===== config.mk =====
export PLATFORM = sky130hd
export DESIGN_NAME = dmr_fingerprint_cmp
export DESIGN_NICKNAME = d
export VERILOG_FILES = /design/src/rtl/fp_pkg.sv /design/src/rtl/fp_lane.sv /design/src/rtl/fp_skew_timer.sv /design/src/rtl/dmr_fingerprint_cmp.sv
export SDC_FILE = /design/constraint.sdc
export NUM_CORES = 1
export LEC_CHECK = 0
export ABC_AREA = 0
export CAP_MARGIN = 20
export CORE_MARGIN = 3
export CORE_UTILIZATION = 45
export DETAILED_ROUTE_END_ITERATION = 6
export GPL_ROUTABILITY_DRIVEN = 0
export PLACE_DENSITY = 0.78
export SYNTH_ARGS = -nofsm -noshare
export SYNTH_HDL_FRONTEND = slang
export SYNTH_SLANG_ARGS = --single-unit

===== constraint.sdc =====
create_clock -name clk -period 4.6 [get_ports clk]
set_input_delay 0.46 -clock clk [delete_from_list [all_inputs] [get_ports clk]]
set_output_delay 0.46 -clock clk [all_outputs]
set_load 0.05 [all_outputs]

===== src/rtl/fp_pkg.sv =====
package fp_pkg;

    localparam int          FP_W    = 16;
    localparam logic [15:0] FP_POLY = 16'h1021;
    localparam logic [15:0] FP_SEED = 16'hFFFF;

    // one serial CRC step, MSB-first, no reflection
    function automatic logic [FP_W-1:0] crc_bit(logic [FP_W-1:0] crc, logic din);
        logic fb;
        fb = crc[FP_W-1] ^ din;
        crc_bit = {crc[FP_W-2:0], 1'b0} ^ (fb ? FP_POLY : '0);
    endfunction

endpackage


===== src/rtl/fp_lane.sv =====
module fp_lane
    import fp_pkg::*;
#(
    parameter int ADDR_W = 32,
    parameter int DATA_W = 32,
    parameter int CNT_W  = 16
) (
    input  logic              clk,
    input  logic              rst_n,
    input  logic              clear_i,
    input  logic [CNT_W-1:0]  len_i,
    input  logic              vld_i,
    input  logic              st_i,
    input  logic [ADDR_W-1:0] addr_i,
    input  logic [DATA_W-1:0] data_i,
    output logic [FP_W-1:0]   fp_o,
    output logic              done_o
);
    localparam int REC_W = 1 + ADDR_W + DATA_W;

    typedef struct packed {
        logic [FP_W-1:0]  fp;
        logic [CNT_W-1:0] cnt;
        logic             done;
    } lane_t;

    lane_t            lane_d, lane_q;
    logic [REC_W-1:0] rec;
    logic [FP_W-1:0]  folded;
    logic [CNT_W-1:0] cnt_inc;

    always_comb begin
        rec    = {st_i, addr_i, data_i};
        folded = lane_q.fp;
        for (int i = REC_W - 1; i >= 0; i--) begin
            folded = crc_bit(folded, rec[i]);
        end
        cnt_inc = lane_q.cnt + 1'b1;
        lane_d  = lane_q;
        if (clear_i) begin
            lane_d.fp   = FP_SEED;
            lane_d.cnt  = '0;
            lane_d.done = 1'b0;
        end else if (vld_i && !lane_q.done) begin
            lane_d.fp   = folded;
            lane_d.cnt  = cnt_inc;
            lane_d.done = (cnt_inc >= len_i);
        end
    end

    always_ff @(posedge clk or negedge rst_n) begin
        if (!rst_n) begin
            lane_q.fp   <= FP_SEED;
            lane_q.cnt  <= '0;
            lane_q.done <= 1'b0;
        end else begin
            lane_q <= lane_d;
        end
    end

    assign fp_o   = lane_q.fp;
    assign done_o = lane_q.done;

endmodule


===== src/rtl/fp_skew_timer.sv =====
module fp_skew_timer #(
    parameter int TO_W = 16
) (
    input  logic            clk,
    input  logic            rst_n,
    input  logic            clear_i,
    input  logic            done_a_i,
    input  logic            done_b_i,
    input  logic [TO_W-1:0] limit_i,
    output logic            expired_o
);
    typedef struct packed {
        logic [TO_W-1:0] wait_cnt;
    } tmr_t;

    tmr_t tmr_d, tmr_q;
    logic lone;

    always_comb begin
        lone  = done_a_i ^ done_b_i;
        tmr_d = tmr_q;
        if (clear_i || !lone) begin
            tmr_d.wait_cnt = '0;
        end else if (tmr_q.wait_cnt != '1) begin
            tmr_d.wait_cnt = tmr_q.wait_cnt + 1'b1;
        end
        expired_o = lone && (tmr_q.wait_cnt >= limit_i);
    end

    always_ff @(posedge clk or negedge rst_n) begin
        if (!rst_n) tmr_q.wait_cnt <= '0;
        else        tmr_q <= tmr_d;
    end

endmodule


===== src/rtl/dmr_fingerprint_cmp.sv =====
module dmr_fingerprint_cmp
    import fp_pkg::*;
#(
    parameter int ADDR_W = 32,
    parameter int DATA_W = 32,
    parameter int CNT_W  = 16,
    parameter int TO_W   = 16
) (
    input  logic              clk,
    input  logic              rst_n,
    input  logic [CNT_W-1:0]  interval_len,
    input  logic [TO_W-1:0]   timeout_len,
    input  logic              a_vld,
    input  logic              a_is_store,
    input  logic [ADDR_W-1:0] a_addr,
    input  logic [DATA_W-1:0] a_data,
    input  logic              b_vld,
    input  logic              b_is_store,
    input  logic [ADDR_W-1:0] b_addr,
    input  logic [DATA_W-1:0] b_data,
    output logic [FP_W-1:0]   fp_a,
    output logic [FP_W-1:0]   fp_b,
    output logic              checkpoint_ok,
    output logic              rollback_req
);
    localparam int LANES = 2;

    typedef struct packed {
        logic ok;
        logic rb;
    } verdict_t;

    logic              vld  [LANES];
    logic              st   [LANES];
    logic [ADDR_W-1:0] addr [LANES];
    logic [DATA_W-1:0] data [LANES];
    logic [FP_W-1:0]   fp   [LANES];
    logic              done [LANES];
    logic              clear, expired, both_done, resolve, equal;
    verdict_t          vd_d, vd_q;

    assign vld[0]  = a_vld;      assign vld[1]  = b_vld;
    assign st[0]   = a_is_store; assign st[1]   = b_is_store;
    assign addr[0] = a_addr;     assign addr[1] = b_addr;
    assign data[0] = a_data;     assign data[1] = b_data;

    for (genvar g = 0; g < LANES; g++) begin : g_lane
        fp_lane #(.ADDR_W(ADDR_W), .DATA_W(DATA_W), .CNT_W(CNT_W)) u_lane (
            .clk     (clk),
            .rst_n   (rst_n),
            .clear_i (clear),
            .len_i   (interval_len),
            .vld_i   (vld[g]),
            .st_i    (st[g]),
            .addr_i  (addr[g]),
            .data_i  (data[g]),
            .fp_o    (fp[g]),
            .done_o  (done[g])
        );
    end

    fp_skew_timer #(.TO_W(TO_W)) u_timer (
        .clk       (clk),
        .rst_n     (rst_n),
        .clear_i   (clear),
        .done_a_i  (done[0]),
        .done_b_i  (done[1]),
        .limit_i   (timeout_len),
        .expired_o (expired)
    );

    always_comb begin
        both_done = done[0] && done[1];
        equal     = (fp[0] == fp[1]);
        resolve   = both_done || expired;
        clear     = resolve;
        vd_d.ok   = both_done && equal;
        vd_d.rb   = resolve && !(both_done && equal);
    end

    always_ff @(posedge clk or negedge rst_n) begin
        if (!rst_n) begin
            vd_q.ok <= 1'b0;
            vd_q.rb <= 1'b0;
        end else begin
            vd_q <= vd_d;
        end
    end

    assign fp_a          = fp[0];
    assign fp_b          = fp[1];
    assign checkpoint_ok = vd_q.ok;
    assign rollback_req  = vd_q.rb;

endmodule


==> flow_metrics.py, run 1 <==
metrics = {
    "floorplan": {
        "core-area_um2": 21100,
        "start_util_pct": 45.9,
        "die_h_um": 153,
        "die_w_um": 153,
        "io_pins": 200,
        "fp-row-count": 53,
        "die_area_um2": 23300,
    },
    "yosys": {
        "synth_top_area_cell": "xnor2_1",
        "syn_area_per_cell_um2": 9.44,
        "yosysMostFrequentCell": "xnor2_1",
        "ys_seq_area_share_pct": 22.1,
        "netlist-cell-type-count": 36,
        "synth_top_flop_cell": "dfrtp_1",
        "syn_inst": 1026,
        "synth_top_cell_area_share_pct": 28.9,
        "synth.area.top_cells": "xnor2_1, dfrtp_1, xor2_1",
        "ys_ff_latch": 84,
        "ys_warn_count": 0,
        "synth.top_cells.by_count": "xnor2_1, xor2_1, nor2_1",
        "syn-cell-area_um2": 9690,
        "syn_nets": 1244,
        "synth_async_sr_flop_share_pct": 100,
        "synth-edff-count": 0,
    },
    "setup_path": {
        "cp.required_ns": 4.87,
        "cp-end-kind": "register",
        "r2r_cells": 17,
        "slowest_delay_ns": 0.62,
        "crit_path_max_fanout": 4,
        "crit_chain": "xnor2_2 -> xnor3_2 -> xnor2_4 -> buf_4 -> xnor2_1 -> buf_4 -> xnor2_2 -> xnor2_2 -> xnor2_1 -> xnor2_2 -> xnor2_2 -> xnor2_2 -> xnor2_2 -> xnor2_2 -> xnor2_1 -> nor2_1 -> o21ai_1",
        "slowest_stage": "dfstp_2",
        "crit_top_cell": "xnor2_2",
        "critPathKind": "reg2reg",
        "cp.arrival_ns": 4.52,
        "startpoint_type": "register",
    },
    "grt": {
        "grt_pass1_wl_um": 38600,
        "grt_max_degree": 85,
        "track_usage_pct": 20.5,
        "overflow": 0,
        "antenna_found_initial": 0,
        "grt_pass1_vias": 7581,
    },
    "run_status": {
        "outcome": "completed",
    },
    "cells_and_area": {
        "fillers": 1839,
        "final_nets": 1453,
        "diodes": 0,
        "instances_no_fill": 1515,
        "area_delta_synth_final_pct": 28.7,
        "layout-drive-gt1-share_pct": 13.1,
    },
    "sta": {
        "timing.final.hold_violations": 0,
        "worst_pin_slew_ns": 0.615,
        "fin_crit_ns": 4.26,
        "period_share_pct": 92.5,
        "timing.fmax_ghz": 0.235,
        "skew_ns": 0.00664,
        "rsz0062_at_grt": "no",
        "finalSetupViolCount": 0,
        "slew_headroom_pct": 58.9,
        "maxSlewViolCount": 0,
        "setup-tns-final_ns": 0,
        "holdWs_ns": 0.0942,
    },
    "clock_network": {
        "cts_tree": "yes",
        "cts_sinks": 84,
        "h-tree-depth": 3,
        "cts_buffer_depth": 2,
        "insertion_delay_ns": 0.34,
        "cts_setup_buffers": 0,
        "clk_pin_slew_ns": 0.06,
        "cts_buffers": 9,
        "root_buffer": "clkbuf_16",
    },
    "drt": {
        "drc_errors": 0,
        "vias": 7381,
        "drt_iter0_drc": 285,
        "post_drt_wl_per_cell_um": 16.2,
        "viasPerCell": 4.87,
        "antenna_left": 0,
        "first_pass_iters": 5,
        "wl_um": 24600,
    },
    "job": {
        "max-cap-violations": 0,
    },
    "placed_design": {
        "dp_hpwl_um": 20700,
        "portBuffers": 199,
        "placed_cells": 1496,
    },
    "min_path": {
        "hold_class": "in2async",
    },
}
-- stage by stage --
step	setup WS (ns)	util [%]	cell area, um^2
after CTS	0.262	58.8	12400
after detailed placement	-0.0885	57.3	12100
after global placement	0.0871	57.3	12100
after global routing	0.0733	59.1	12500
after floorplan	0.442	-	9690
final	0.344	59.1	12500
-- logic make-up (layout without fill, tap and decap cells) --
logic type / after synthesis / in the layout / synth area share, %
xor+xnor: 508 / 508 / 51.3
simple gates: 215 / 215 / 9.80
buf+inv: 89 / 303 / 4.69
flops: 84 / 84 / 22.1
compound gates: 77 / 77 / 5.30
fa+ha+maj: 52 / 52 / 6.72
mux: 1 / 1 / 0.103
-- worst max-delay path, delay by kind of cell, from the launching register on --
family,cells,cell delay [ns]
XOR/XNOR,13,3.02
buffers and inverters,2,0.35
AND/OR/NAND/NOR,1,0.06
flip-flops,1,0.62
AO/OA/AOI/OAI,1,0.13
-- final timing paths --
kind                                            from                         to  slack (ns)
min in group clk            g_lane[1].u_lane.fp_o[0]   g_lane[1].u_lane.fp_o[0]        0.53
min reg2reg                 g_lane[1].u_lane.fp_o[0]   g_lane[1].u_lane.fp_o[0]        0.53
min                                            rst_n           u_timer.tmr_q[2]        0.09
max reg2reg                g_lane[0].u_lane.fp_o[14]  g_lane[0].u_lane.fp_o[14]        0.34
max in group asynchronous                      rst_n   g_lane[0].u_lane.fp_o[6]        3.82
max                        g_lane[0].u_lane.fp_o[14]  g_lane[0].u_lane.fp_o[14]        0.34
-- state kept, by name (all words and copies together), names as in the netlist --
signal / cells
checkpoint_ok: 1
g_lane.u_lane.done_o: 2
g_lane.u_lane.fp_o: 32
g_lane.u_lane.lane_q: 32
rollback_req: 1
u_timer.tmr_q: 16
-- layout by cell type, fill, tap and decap left out, drive strengths merged, types with 29 or more instances in the layout --
cell / instances
xor2: 135
ha: 52
a21o: 30
xnor2: 369
clkdlybuf4s50: 198
dfrtp: 52
dfstp: 32
nor2: 78
buf: 55
nand3: 29
inv: 35
nand2: 68
-- routing by layer --
| metal | GRT usage (%) | share of wire (%) | vias to the layer above |
|---|---|---|---|
| met5 | 0 | 0 | - |
| met4 | 5.98 | 2.0 | 0 |
| met3 | 4.17 | 5.7 | 40 |
| met2 | 35.7 | 50 | 225 |
| met1 | 25.9 | 43 | 3448 |
| li1 | - | - | 3668 |
-- final cells by class --
type | instances | area (um^2) | area share, %
sequential | 84 | 2140 | 17.2
clock inverter | 5 | 58.8 | 0.472
inverter | 34 | 128 | 1.02
clock buffer | 11 | 253 | 2.03
timing repair buffer | 253 | 2430 | 19.5
multi-input combinational | 853 | 7100 | 57.0
tap | 275 | 344 | 2.76
-- what timing repair did --
item                                    4_1_cts  5_1_grt
gates resized for setup                       0        1
endpoints found under the setup margin        0        1
hold buffers                                  0        0
Power of run 1 is left out: the tool's default activity adds up to more than one toggle a clock period on the data nets, which glitch-free logic cannot reach.
==> inputs of run 2 (changes only) <==
--- a/config.mk
+++ b/config.mk
@@ -11,6 +11,7 @@
 export CORE_UTILIZATION = 45
 export DETAILED_ROUTE_END_ITERATION = 6
 export GPL_ROUTABILITY_DRIVEN = 0
+export GPL_TIMING_DRIVEN = 0
 export PLACE_DENSITY = 0.78
 export SYNTH_ARGS = -nofsm -noshare
 export SYNTH_HDL_FRONTEND = slang
==> flow_metrics.py, run 2 (same netlist as run 1, synthesis figures left out) <==
metrics = {
    "run_status": {
        "outcome": "completed",
    },
    "placed_design": {
        "portBuffers": 199,
        "dp_hpwl_um": 20100,
        "placed_cell_area_um2": 12000,
    },
    "clock_network": {
        "cts_sinks": 84,
        "clk_pin_slew_ns": 0.07,
        "cts_tree": "yes",
        "insertion_delay_ns": 0.35,
        "cts_buffers": 9,
        "cts_buffer_depth": 2,
        "root_buffer": "clkbuf_16",
        "h-tree-depth": 3,
    },
    "setup_path": {
        "cp.arrival_ns": 4.73,
        "r2r_cells": 15,
        "crit_path_max_fanout": 4,
        "cp.required_ns": 4.89,
        "startpoint_type": "input port",
        "critPathKind": "in2reg",
        "cp-end-kind": "register",
    },
    "cells_and_area": {
        "diodes": 0,
        "layout-drive-gt1-share_pct": 13.6,
        "layout_commonest_cell": "xnor2_1",
        "final_area_um2": 12600,
        "area_delta_synth_final_pct": 30.5,
        "fillers": 1819,
        "layout_common_cells": "xnor2_1, clkdlybuf4s50_1, xor2_1",
        "final_nets": 1467,
    },
    "sta": {
        "maxSlewViolCount": 0,
        "fin_crit_ns": 4.44,
        "worst_pin_slew_ns": 0.613,
        "period_share_pct": 96.5,
        "timing.final.hold_violations": 0,
        "slew_headroom_pct": 59.0,
        "finalSetupViolCount": 0,
        "skew_ns": 0.0103,
        "rsz0062_at_grt": "yes",
        "timing.fmax_ghz": 0.225,
    },
    "grt": {
        "track_usage_pct": 20.8,
        "overflow": 0,
        "grt_pass1_vias": 7810,
        "grt_max_degree": 69,
        "grt_pass1_wl_um": 39500,
        "antenna_found_initial": 0,
    },
    "drt": {
        "post_drt_wl_per_cell_um": 16.0,
        "antenna_left": 0,
        "wl_met3_um": 1760,
        "drt_iter0_drc": 419,
        "dr_wl_met2_um": 12200,
        "drc_errors": 0,
        "first_pass_iters": 4,
        "wl_um": 24400,
        "viasPerCell": 4.82,
        "vias": 7373,
        "m1WireLength_um": 10200,
        "dr.max_layer_used": "met4",
    },
    "floorplan": {
        "fp-row-count": 53,
        "die_area_um2": 23300,
        "die_h_um": 153,
        "start_util_pct": 45.9,
        "die_w_um": 153,
        "io_pins": 200,
        "core-area_um2": 21100,
    },
    "min_path": {
        "hold_class": "in2async",
    },
    "job": {
        "max-cap-violations": 0,
    },
}
-- run 2: changes by cell type in the layout (fill, tap and decap cells not counted), moves of 4 or more --
cell / before / now
xnor2_1: 320 / 306
clkbuf_1: 0 / 21
xor2_1: 128 / 123
xnor2_2: 46 / 58
xor2_2: 6 / 10
buf_4: 52 / 44
-- run 2: what timing repair did --
| item | CTS | global route |
|---|---|---|
| setup endpoints to repair | 4 | 19 |
| gates resized for setup | 3 | 20 |
| setup buffers | 1 | 10 |
| pin swaps | 2 | 9 |
| hold buffers | 1 | 0 |
| hold endpoints to repair | 16 | 0 |
-- run 2: per-layer routing --
metal	vias to the layer above	global-route usage, %
li1	3698	-
met1	3443	27.0
met3	21	4.29
met5	-	0
met2	211	36.2
met4	0	3.99
-- run 2: final timing paths --
check,start,end,slack (ns)
worst max-delay path,a_addr[31],g_lane[0].u_lane.fp_o[5],0.16
worst min-delay path,rst_n,u_timer.tmr_q[2],0.54
worst max register to register,g_lane[0].u_lane.fp_o[14],g_lane[0].u_lane.fp_o[5],0.17
worst min register to register,g_lane[0].u_lane.fp_o[0],g_lane[0].u_lane.fp_o[0],0.55
max in group asynchronous,rst_n,g_lane[0].u_lane.fp_o[6],3.41
min in group clk,g_lane[0].u_lane.fp_o[0],g_lane[0].u_lane.fp_o[0],0.55
-- run 2: area by class of cell --
type	count	area [um^2]	area share [%]
clock inverter	3	23.8	0.188
multi-input combinational	853	7270	57.5
buffer	55	327	2.58
clock buffer	13	292	2.31
inverter	34	128	1.01
tap	275	344	2.72
timing repair buffer	212	2110	16.7
sequential	84	2140	16.9
-- run 2: stage by stage --
step           setup WS (ns)  setup TNS [ns]  hold WS (ns)  cells  utilization [%]
2_1_floorplan          0.442               0         0.164   1026                -
3_3_place_gp          -0.523           -4.90         0.517   1500             57.0
5_1_grt              -0.0486          -0.128         0.566   1529             59.9
4_1_cts               0.0356               0         0.541   1519             58.8
6_report               0.161               0         0.535   1529             59.9
3_5_place_dp          -0.572           -5.30         0.351   1501             57.1
-- run 2: critical path, stage by stage --
cell             delay, ns
clkdlybuf4s50_1       0.55
xnor2_4               0.15
xnor3_2               0.58
xnor2_4               0.19
xor2_4                0.19
xnor2_4               0.31
xnor3_1               0.41
xnor2_2               0.25
xor3_2                0.35
xnor2_2               0.22
xnor2_2               0.12
xnor2_2               0.30
xnor2_2               0.19
xor2_1                0.19
nand2_1               0.11
nand3_1               0.13
Power of run 2 is left out for the same reason.
==> inputs of run 3 (changes only) <==
--- a/config.mk
+++ b/config.mk
@@ -7,12 +7,15 @@
 export LEC_CHECK = 0
 export ABC_AREA = 0
 export CAP_MARGIN = 20
+export CELL_PAD_IN_SITES_DETAIL_PLACEMENT = 0
+export CELL_PAD_IN_SITES_GLOBAL_PLACEMENT = 1
 export CORE_MARGIN = 3
-export CORE_UTILIZATION = 45
+export CORE_UTILIZATION = 41
 export DETAILED_ROUTE_END_ITERATION = 6
 export GPL_ROUTABILITY_DRIVEN = 0
 export GPL_TIMING_DRIVEN = 0
-export PLACE_DENSITY = 0.78
+export PLACE_DENSITY = 0.9
+export SLEW_MARGIN = 20
 export SYNTH_ARGS = -nofsm -noshare
 export SYNTH_HDL_FRONTEND = slang
 export SYNTH_SLANG_ARGS = --single-unit
==> flow_metrics.py, run 3 (same netlist as run 1, synthesis figures left out) <==
metrics = {
    "drt": {
        "dr_wl_met2_um": 11900,
        "first_pass_iters": 5,
        "drc_errors": 0,
        "post_drt_wl_per_cell_um": 15.6,
        "antenna_left": 0,
        "vias": 7269,
        "wl_met3_um": 1420,
        "dr.max_layer_used": "met4",
        "m1WireLength_um": 10700,
        "drt_iter0_drc": 370,
        "viasPerCell": 4.64,
        "wl_um": 24400,
    },
    "setup_path": {
        "r2r_cells": 16,
        "crit_top_cell": "xnor2_2",
        "critical-path-top-delay-family": "XOR/XNOR gates",
        "cp.arrival_ns": 4.69,
        "rr_startpoint": "g_lane[0].u_lane.fp_o[14]",
        "reg2reg_to": "g_lane[0].u_lane.fp_o[6]",
        "crit_chain": "clkdlybuf4s50_1 -> xnor2_4 -> xnor3_2 -> buf_4 -> xnor2_4 -> xor2_4 -> xnor2_4 -> xnor3_1 -> xnor2_2 -> xor3_2 -> xnor2_2 -> xnor2_2 -> xnor2_2 -> xnor2_2 -> xnor2_1 -> nor2_1 -> o21ai_1",
        "r2r_slack_ns": 0.19,
        "crit_buf_inv": 2,
        "critPathKind": "in2reg",
        "slowest_delay_ns": 0.53,
        "slowest_stage": "xnor3_2",
        "cp.required_ns": 4.88,
        "startpoint_type": "input port",
        "crit_path_max_fanout": 4,
        "cp-end-kind": "register",
    },
    "cells_and_area": {
        "layout-drive-gt1-share_pct": 13.4,
        "area_delta_synth_final_pct": 30.1,
        "final_util_pct": 55.0,
        "diodes": 0,
        "ff_latch_area_um2": 2140,
        "multi_input_area_um2": 7240,
        "layout_common_cells": "xnor2_1, clkdlybuf4s50_1, xor2_1",
        "fillers": 2069,
        "final_nets": 1466,
        "layout_commonest_cell": "xnor2_1",
    },
    "grt": {
        "track_usage_pct": 18.9,
        "grt_max_degree": 49,
        "grt_pass1_vias": 7477,
        "grt_pass1_wl_um": 38900,
        "overflow": 0,
        "antenna_found_initial": 0,
    },
    "clock_network": {
        "cts_hold_buf": 0,
        "insertion_delay_ns": 0.35,
        "h-tree-depth": 3,
        "clk_pin_slew_ns": 0.07,
        "root_buffer": "clkbuf_16",
        "cts_buffers": 9,
        "cts_buffer_depth": 2,
        "cts_tree": "yes",
        "cts_sinks": 84,
    },
    "sta": {
        "skew_ns": 0.0140,
        "worst_pin_slew_ns": 0.609,
        "finalSetupViolCount": 0,
        "maxSlewViolCount": 0,
        "fin_crit_ns": 4.41,
        "period_share_pct": 95.9,
        "timing.fmax_ghz": 0.227,
        "slew_headroom_pct": 59.3,
        "timing.final.hold_violations": 0,
    },
    "floorplan": {
        "core-area_um2": 22900,
        "start_util_pct": 42.3,
        "io_pins": 200,
        "die_area_um2": 25500,
        "fp-row-count": 55,
        "die_h_um": 160,
        "die_w_um": 160,
    },
    "run_status": {
        "outcome": "completed",
    },
    "min_path": {
        "hold_class": "in2async",
    },
    "placed_design": {
        "dp_hpwl_um": 20500,
        "portBuffers": 199,
    },
    "job": {
        "max-cap-violations": 0,
    },
}
-- run 3: cell types whose count changed in the layout (fill, tap and decap cells not counted), moves of 2 or more --
| cell | before | now |
|---|---|---|
| clkinv_2 | 0 | 2 |
| clkbuf_8 | 3 | 0 |
| xor2_1 | 123 | 126 |
| xor2_2 | 10 | 8 |
-- run 3: cell type report --
class	instances	share of cell area, %
clock buffer	9	1.79
sequential	84	17.0
clock inverter	7	0.377
buffer	55	2.59
multi-input combinational	853	57.5
tap	313	3.11
timing repair buffer	211	16.7
inverter	34	1.01
-- run 3: per-layer routing --
metal	GRT usage [%]	vias to the layer above
met5	0	-
met3	4.05	19
li1	-	3691
met4	4.30	0
met1	24.8	3378
met2	32.1	181
-- run 3: repair_timing --
| item | in CTS | in global routing |
|---|---|---|
| gates resized for setup | 0 | 19 |
| setup endpoints to repair | 4 | 15 |
| buffers inserted | 1 | 10 |
| pin swaps | 2 | 9 |
| gates cloned | 0 | 0 |
-- run 3: worst register-to-register path, cell delays in order (launching register included) --
cell,delay (ns)
dfstp_2,0.65
xnor2_4,0.18
xnor3_2,0.53
buf_4,0.18
xnor2_4,0.21
xor2_4,0.26
xnor2_4,0.21
xnor3_1,0.31
xnor2_2,0.25
xor3_2,0.35
xnor2_2,0.18
xnor2_2,0.16
xnor2_2,0.29
xnor2_2,0.20
xnor2_1,0.16
nor2_1,0.06
o21ai_1,0.16
-- run 3: per-stage QoR --
step	setup TNS [ns]	hold slack (ns)	setup WS (ns)	cell area [um^2]	cells
5_1_grt	-0.0457	0.119	-0.0457	12600	1566
3_3_place_gp	-5.19	0.514	-0.453	12100	1538
4_1_cts	0	0.103	0.0142	12400	1556
6_report	0	0.0968	0.190	12600	1566
3_5_place_dp	-5.13	0.484	-0.515	12100	1539
2_1_floorplan	0	0.164	0.442	9690	1026
-- run 3: worst max-delay path by stage --
stage                              startpoint                   endpoint  slack (ns)  cells past startpoint
global placement                   a_addr[31]   g_lane[0].u_lane.fp_o[5]       -0.45                     16
floorplan           g_lane[0].u_lane.fp_o[14]   g_lane[0].u_lane.fp_o[5]        0.44                     15
global route                       a_is_store   g_lane[0].u_lane.fp_o[6]       -0.05                     17
finish                             a_addr[31]   g_lane[0].u_lane.fp_o[6]        0.19                     17
detailed placement                 a_addr[31]   g_lane[0].u_lane.fp_o[5]       -0.51                     16
CTS                  g_lane[0].u_lane.fp_o[6]  g_lane[0].u_lane.fp_o[10]        0.01                     15
Power of run 3 is left out for the same reason.
